`src/rtl/pwrdn_seq_pkg.sv`:
```
package pwrdn_seq_pkg;

    typedef enum logic [2:0] {
        ST_RUN,
        ST_PD_DELAY,
        ST_POWERED_DOWN,
        ST_CLK_WAIT,
        ST_SETTLE
    } pd_state_e;

    // Packed: first member is the MSB, so osc_en lands on bit 0.
    typedef struct packed {
        logic fault_det_en;
        logic comparator_en;
        logic flash_pulse_en;
        logic card_supply_en;
        logic ref_bias_en;
        logic pll_en;
        logic osc_en;
    } gated_en_t;

    localparam int NUM_GATED = $bits(gated_en_t);

    function automatic gated_en_t enables_for(input logic powered_down);
        gated_en_t e;
        e = '{default: !powered_down};
        return e;
    endfunction

endpackage

```
`src/rtl/pd_wake_sync.sv`:
```
module pd_wake_sync #(
    parameter int NUM_SRC = 3,
    parameter int STAGES  = 2
) (
    input  logic               clk,
    input  logic               rst,
    input  logic [NUM_SRC-1:0] src,
    output logic               wake_s
);
    logic any_src;
    logic [STAGES-1:0] chain;

    assign any_src = |src;

    always_ff @(posedge clk) begin
        if (rst) chain <= '0;
        else     chain <= {chain[STAGES-2:0], any_src};
    end

    assign wake_s = chain[STAGES-1];
endmodule

```
`src/rtl/pd_timer.sv`:
```
module pd_timer #(
    parameter int W = 9
) (
    input  logic         clk,
    input  logic         rst,
    input  logic         clear,
    input  logic         run,
    output logic [W-1:0] cnt
);
    always_ff @(posedge clk) begin
        if (rst || clear) cnt <= '0;
        else if (run)     cnt <= cnt + 1'b1;
    end
endmodule

```
`src/rtl/pd_ctrl_fsm.sv`:
```
module pd_ctrl_fsm
    import pwrdn_seq_pkg::*;
#(
    parameter int PD_DELAY_CYC = 32,
    parameter int SETTLE_CYC   = 512,
    parameter int CNT_W        = 9
) (
    input  logic             clk,
    input  logic             rst,
    input  logic             req_set,
    input  logic             route_en,
    input  logic             wake_s,
    input  logic             clk_running,
    input  logic [CNT_W-1:0] cnt,
    output logic             tmr_clear,
    output logic             tmr_run,
    output logic             req_bit,
    output logic             irq,
    output pd_state_e        state
);
    localparam logic [CNT_W-1:0] PD_LAST  = CNT_W'(PD_DELAY_CYC - 1);
    localparam logic [CNT_W-1:0] SET_LAST = CNT_W'(SETTLE_CYC - 1);

    pd_state_e nxt;
    logic      req_nxt;
    logic      irq_nxt;
    logic      wake_ok;

    assign wake_ok = wake_s && route_en;

    always_comb begin
        nxt       = state;
        req_nxt   = req_bit;
        irq_nxt   = 1'b0;
        tmr_clear = 1'b0;
        tmr_run   = 1'b0;
        unique case (state)
            ST_RUN: begin
                if (req_set) begin
                    req_nxt   = 1'b1;
                    nxt       = ST_PD_DELAY;
                    tmr_clear = 1'b1;
                end
            end
            ST_PD_DELAY: begin
                if (wake_ok) begin
                    req_nxt = 1'b0;
                    nxt     = ST_RUN;
                end else if (cnt == PD_LAST) begin
                    nxt = ST_POWERED_DOWN;
                end else begin
                    tmr_run = 1'b1;
                end
            end
            ST_POWERED_DOWN: begin
                if (wake_ok) begin
                    req_nxt = 1'b0;
                    nxt     = ST_CLK_WAIT;
                end
            end
            ST_CLK_WAIT: begin
                if (clk_running) begin
                    nxt       = ST_SETTLE;
                    tmr_clear = 1'b1;
                end
            end
            ST_SETTLE: begin
                if (cnt == SET_LAST) begin
                    nxt     = ST_RUN;
                    irq_nxt = 1'b1;
                end else begin
                    tmr_run = 1'b1;
                end
            end
            default: nxt = ST_RUN;
        endcase
    end

    always_ff @(posedge clk) begin
        if (rst) begin
            state   <= ST_RUN;
            req_bit <= 1'b0;
            irq     <= 1'b0;
        end else begin
            state   <= nxt;
            req_bit <= req_nxt;
            irq     <= irq_nxt;
        end
    end
endmodule

```
`src/rtl/pwrdn_sequencer.sv`:
```
module pwrdn_sequencer
    import pwrdn_seq_pkg::*;
#(
    parameter int PD_DELAY_CYC = 32,
    parameter int SETTLE_CYC   = 512,
    parameter int SYNC_STAGES  = 2
) (
    input  logic                 clk,
    input  logic                 rst,
    input  logic                 pd_req_set,
    input  logic                 wake_route_en,
    input  logic                 ext_int0,
    input  logic                 card_int,
    input  logic                 keypad_int,
    input  logic                 clk_running,
    output logic                 pd_req,
    output logic                 pd_active,
    output logic [NUM_GATED-1:0] func_en,
    output logic                 wake_irq
);
    localparam int MAX_CYC = (SETTLE_CYC > PD_DELAY_CYC) ? SETTLE_CYC : PD_DELAY_CYC;
    localparam int CNT_W   = (MAX_CYC > 2) ? $clog2(MAX_CYC) : 1;

    logic             wake_s;
    logic             tmr_clear;
    logic             tmr_run;
    logic [CNT_W-1:0] cnt;
    pd_state_e        state;
    gated_en_t        en_s;

    pd_wake_sync #(.NUM_SRC(3), .STAGES(SYNC_STAGES)) u_sync (
        .clk    (clk),
        .rst    (rst),
        .src    ({keypad_int, card_int, ext_int0}),
        .wake_s (wake_s)
    );

    pd_timer #(.W(CNT_W)) u_timer (
        .clk   (clk),
        .rst   (rst),
        .clear (tmr_clear),
        .run   (tmr_run),
        .cnt   (cnt)
    );

    pd_ctrl_fsm #(
        .PD_DELAY_CYC (PD_DELAY_CYC),
        .SETTLE_CYC   (SETTLE_CYC),
        .CNT_W        (CNT_W)
    ) u_fsm (
        .clk         (clk),
        .rst         (rst),
        .req_set     (pd_req_set),
        .route_en    (wake_route_en),
        .wake_s      (wake_s),
        .clk_running (clk_running),
        .cnt         (cnt),
        .tmr_clear   (tmr_clear),
        .tmr_run     (tmr_run),
        .req_bit     (pd_req),
        .irq         (wake_irq),
        .state       (state)
    );

    assign pd_active = (state == ST_POWERED_DOWN);
    assign en_s      = enables_for(pd_active);
    assign func_en   = en_s;
endmodule

```
`config.mk`:
```
export PLATFORM = sky130hd
export DESIGN_NAME = pwrdn_sequencer
export DESIGN_NICKNAME = d
export VERILOG_FILES = /design/src/rtl/pwrdn_seq_pkg.sv /design/src/rtl/pd_wake_sync.sv /design/src/rtl/pd_timer.sv /design/src/rtl/pd_ctrl_fsm.sv /design/src/rtl/pwrdn_sequencer.sv
export SDC_FILE = /design/constraint.sdc
export NUM_CORES = 1
export LEC_CHECK = 0
export ABC_AREA = 1
export BUFFER_PORTS_ARGS = -buffer_cell sky130_fd_sc_hd__buf_4
export CAP_MARGIN = 20
export CORE_ASPECT_RATIO = 0.8
export CORE_MARGIN = 1
export CORE_UTILIZATION = 25
export CTS_CLUSTER_SIZE = 8
export DETAILED_ROUTE_END_ITERATION = 10
export PLACE_DENSITY_LB_ADDON = 0.12
export SYNTH_ARGS = -nofsm -noshare
export SYNTH_HDL_FRONTEND = slang
export SYNTH_SLANG_ARGS = --single-unit
```
`constraint.sdc`:
```
create_clock -name clk -period 3.3 [get_ports clk]
set_input_delay 0.66 -clock clk [delete_from_list [all_inputs] [get_ports clk]]
set_output_delay 0.66 -clock clk [all_outputs]
set_load 0.02 [all_outputs]
```
==> run metrics <==
full die area 3901 um^2; register bit total from synthesis 16; post-synthesis net count 149; Worst-Skew Late Latency 250 ps; CTS root buf clkbuf_8; CP cell instances nor2_1 > nand2_1 > inv_1 > buf_4; drt via density 4.262; post-synthesis average cell area 6.571 um^2; PostCTS Resize Cnt 0; Synth area leaders dfxtp_1 35%, nand2_1 13%, nor2_1 11%; sequential element share of the synthesized area a little over a third; Post-CTS Setup Inserts 0; Chip Height 56.06 um; CTS tree done; placed cells around 190; DRT iter0 DRCs 30; IO Pins 18; max-cap violation count 0; NumNets Final 164; Yosys cell types 20; vias in the first global route 752; Final min period 2075 ps; min-delay worst type register to register; Req. time, crit path 2640 ps; Synth Warn # 0; worst hold margin a little over 400 ps; Met3 Wirelength 95 um; RSZ-0062 raised after global routing no; dpl ws approximately 1400 ps; final hold violations 0; TritonCTS buffer count 3; power per cell area 664.5 nW/um^2; Tot GR Track Use 10.73%; worst slew pin tran 404.9 ps; layout cell share with drive strength beyond 1 19.61%; metal1 wirelength around 1000 um; WHS Path Cells 2; R2R Path End u_timer.cnt[5]$_SDFFE_PP0P_; critical path's largest stage delay 350 ps; die width 69.58 um; worst hold path endpoint u_sync.chain[1]$_SDFF_PP0_; status finished, final reports clean; cell area after synthesis around 910 um^2; Initial Utilization 26.32%; Final Max Tran Viols 0; crit start category register; first drt pass iteration count 7; element type at the critical path end output port; R2R cell count 13; critical path class register to output port; clk slew on worst S/H paths 70 ps; H-tree depth 1; DR DRC count 0; Critical Path AT 1410 ps; Synth area leader dfxtp_1; grt ovf 0; worst hold start u_sync.chain[0]$_SDFF_PP0_; Max Fclk 0.4820 GHz; worst r2r src u_timer.cnt[0]$_SDFFE_PP0P_; hold buffer count at CTS 0; clock tree buffer depth 2; Post-Synthesis Cells 139; Core Region approximately 3500 um^2; DR WL/cell 9.441 um; CP max-delay cell dfxtp_1; Final Cycle Share roughly 63%; top routing layer used met4; Routed Antenna Nets 0; R2R setup slack between 1000 and 1500 ps; setup violators final 0; I/O Buffers 17; diode count 0; Synth top area share about a third; Via Count ~830; non-filler instance count after layout ~200; first-pass GRT wire length 3284 um; Worst Skew 5.177 ps; largest net degree at the start of global routing 13; CTS Sinks 16; crit-path max FO 9; met2 wire length 751 um; gpl congestion around 0.80; routed wire length 1841 um; initial antenna violation count 0; dpl hpwl 1429 um; Max VDD drop 0.2955 mV; # rows 19; final setup margin roughly 1200 ps; Static Leak 0.0005176 uW; Slew Limit Headroom between 70% and 80%; Fin Setup TNS 0 ps; P&R area growth vs syn 19.59%
state kept, by name (all words and copies together) (netlist names):
signal and cells:
u_timer.cnt 9, u_fsm.state 3, u_sync.chain 2, u_fsm.irq 1, u_fsm.req_bit 1
power breakdown:
group | leakage (uW) | switching [uW] | total [uW] | internal [uW]
clock | 0.0000288 | 73.8 | 180 | 106
combinational | 0.000358 | 188 | 299 | 111
sequential | 0.000131 | 26.3 | 247 | 221
total | 0.000518 | 288 | 726 | 438
per-layer routing:
| layer | global-route usage, % | up-vias |
|---|---|---|
| li1 | - | 448 |
| met1 | 14.75 | 365 |
| met2 | 15.53 | 16 |
| met3 | 4.348 | 2 |
| met4 | 2.624 | 0 |
| met5 | 0 | - |
cells in the final DEF (no fill, tap or decap), types with 2 or more instances in the layout:
| master | n |
|---|---|
| ha_1 | 2 |
| clkbuf_8 | 4 |
| nor3_1 | 5 |
| inv_1 | 21 |
| nor2_2 | 2 |
| dfxtp_1 | 16 |
| o21ai_0 | 3 |
| buf_4 | 17 |
| nor2_1 | 26 |
| nand3_1 | 10 |
| a21oi_1 | 5 |
| inv_2 | 2 |
| nand2_1 | 31 |
| nand2_4 | 3 |
metrics by stage:
step           total power [uW]  utilization [%]  area (um^2)
6_report                  725.8            31.47         1092
5_1_grt                   784.9            31.47         1092
4_1_cts                   735.0            31.47         1092
3_5_place_dp              551.9            29.88         1037
3_3_place_gp              554.2            29.88         1037
2_1_floorplan             499.4                -        913.4
how the worst max path moves through the flow:
stage	end	slack, ps	cells after the start	startpoint
2_1_floorplan	u_timer.cnt[1]$_SDFFE_PP0P_	1570	12	u_timer.cnt[0]$_SDFFE_PP0P_
3_3_place_gp	u_timer.cnt[1]$_SDFFE_PP0P_	1500	11	u_timer.cnt[0]$_SDFFE_PP0P_
3_5_place_dp	u_timer.cnt[5]$_SDFFE_PP0P_	1430	13	u_timer.cnt[0]$_SDFFE_PP0P_
4_1_cts	pd_active	1220	4	u_fsm.state[0]$_SDFFE_PP0P_
5_1_grt	pd_active	1130	4	u_fsm.state[0]$_SDFFE_PP0P_
6_report	pd_active	1230	4	u_fsm.state[0]$_SDFFE_PP0P_
cell usage after synthesis:
master,number
nand3_1,10
inv_2,2
xor2_1,1
nor2_1,26
dfxtp_1,16
nand4_1,1
buf_4,6
inv_1,21
nand2_1,31
nand2_4,3
nor2_4,1
ha_1,2
a211oi_1,1
nor3_1,5
nor2_2,2
o21ai_0,3
and2_1,1
nor3_2,1
buf_6,1
a21oi_1,5
critical path: cells and delay by family (launching register included):
family / cells / cell delay (ps)
simple gates: 2 / 510
buf+inv: 2 / 290
flops: 1 / 350
area by class of cell:
cell class	instances	area, um^2
fillers	398	2379
clock buffers	4	55.05
flip-flops and latches	16	320.3
well taps	42	52.55
repair buffers	17	127.6
inverters	23	86.33
multi-input cells	93	450.4
logic make-up after synthesis:
kind of cell	after synthesis	share of synthesized area, %
AND/OR/NAND/NOR	81	40.41
buffers and inverters	30	15.62
flip-flops	16	35.07
AO/OA/AOI/OAI	9	5.205
adder cells (fa/ha/maj)	2	2.739
XOR/XNOR	1	0.9591
(Power assumes the default switching activity.)
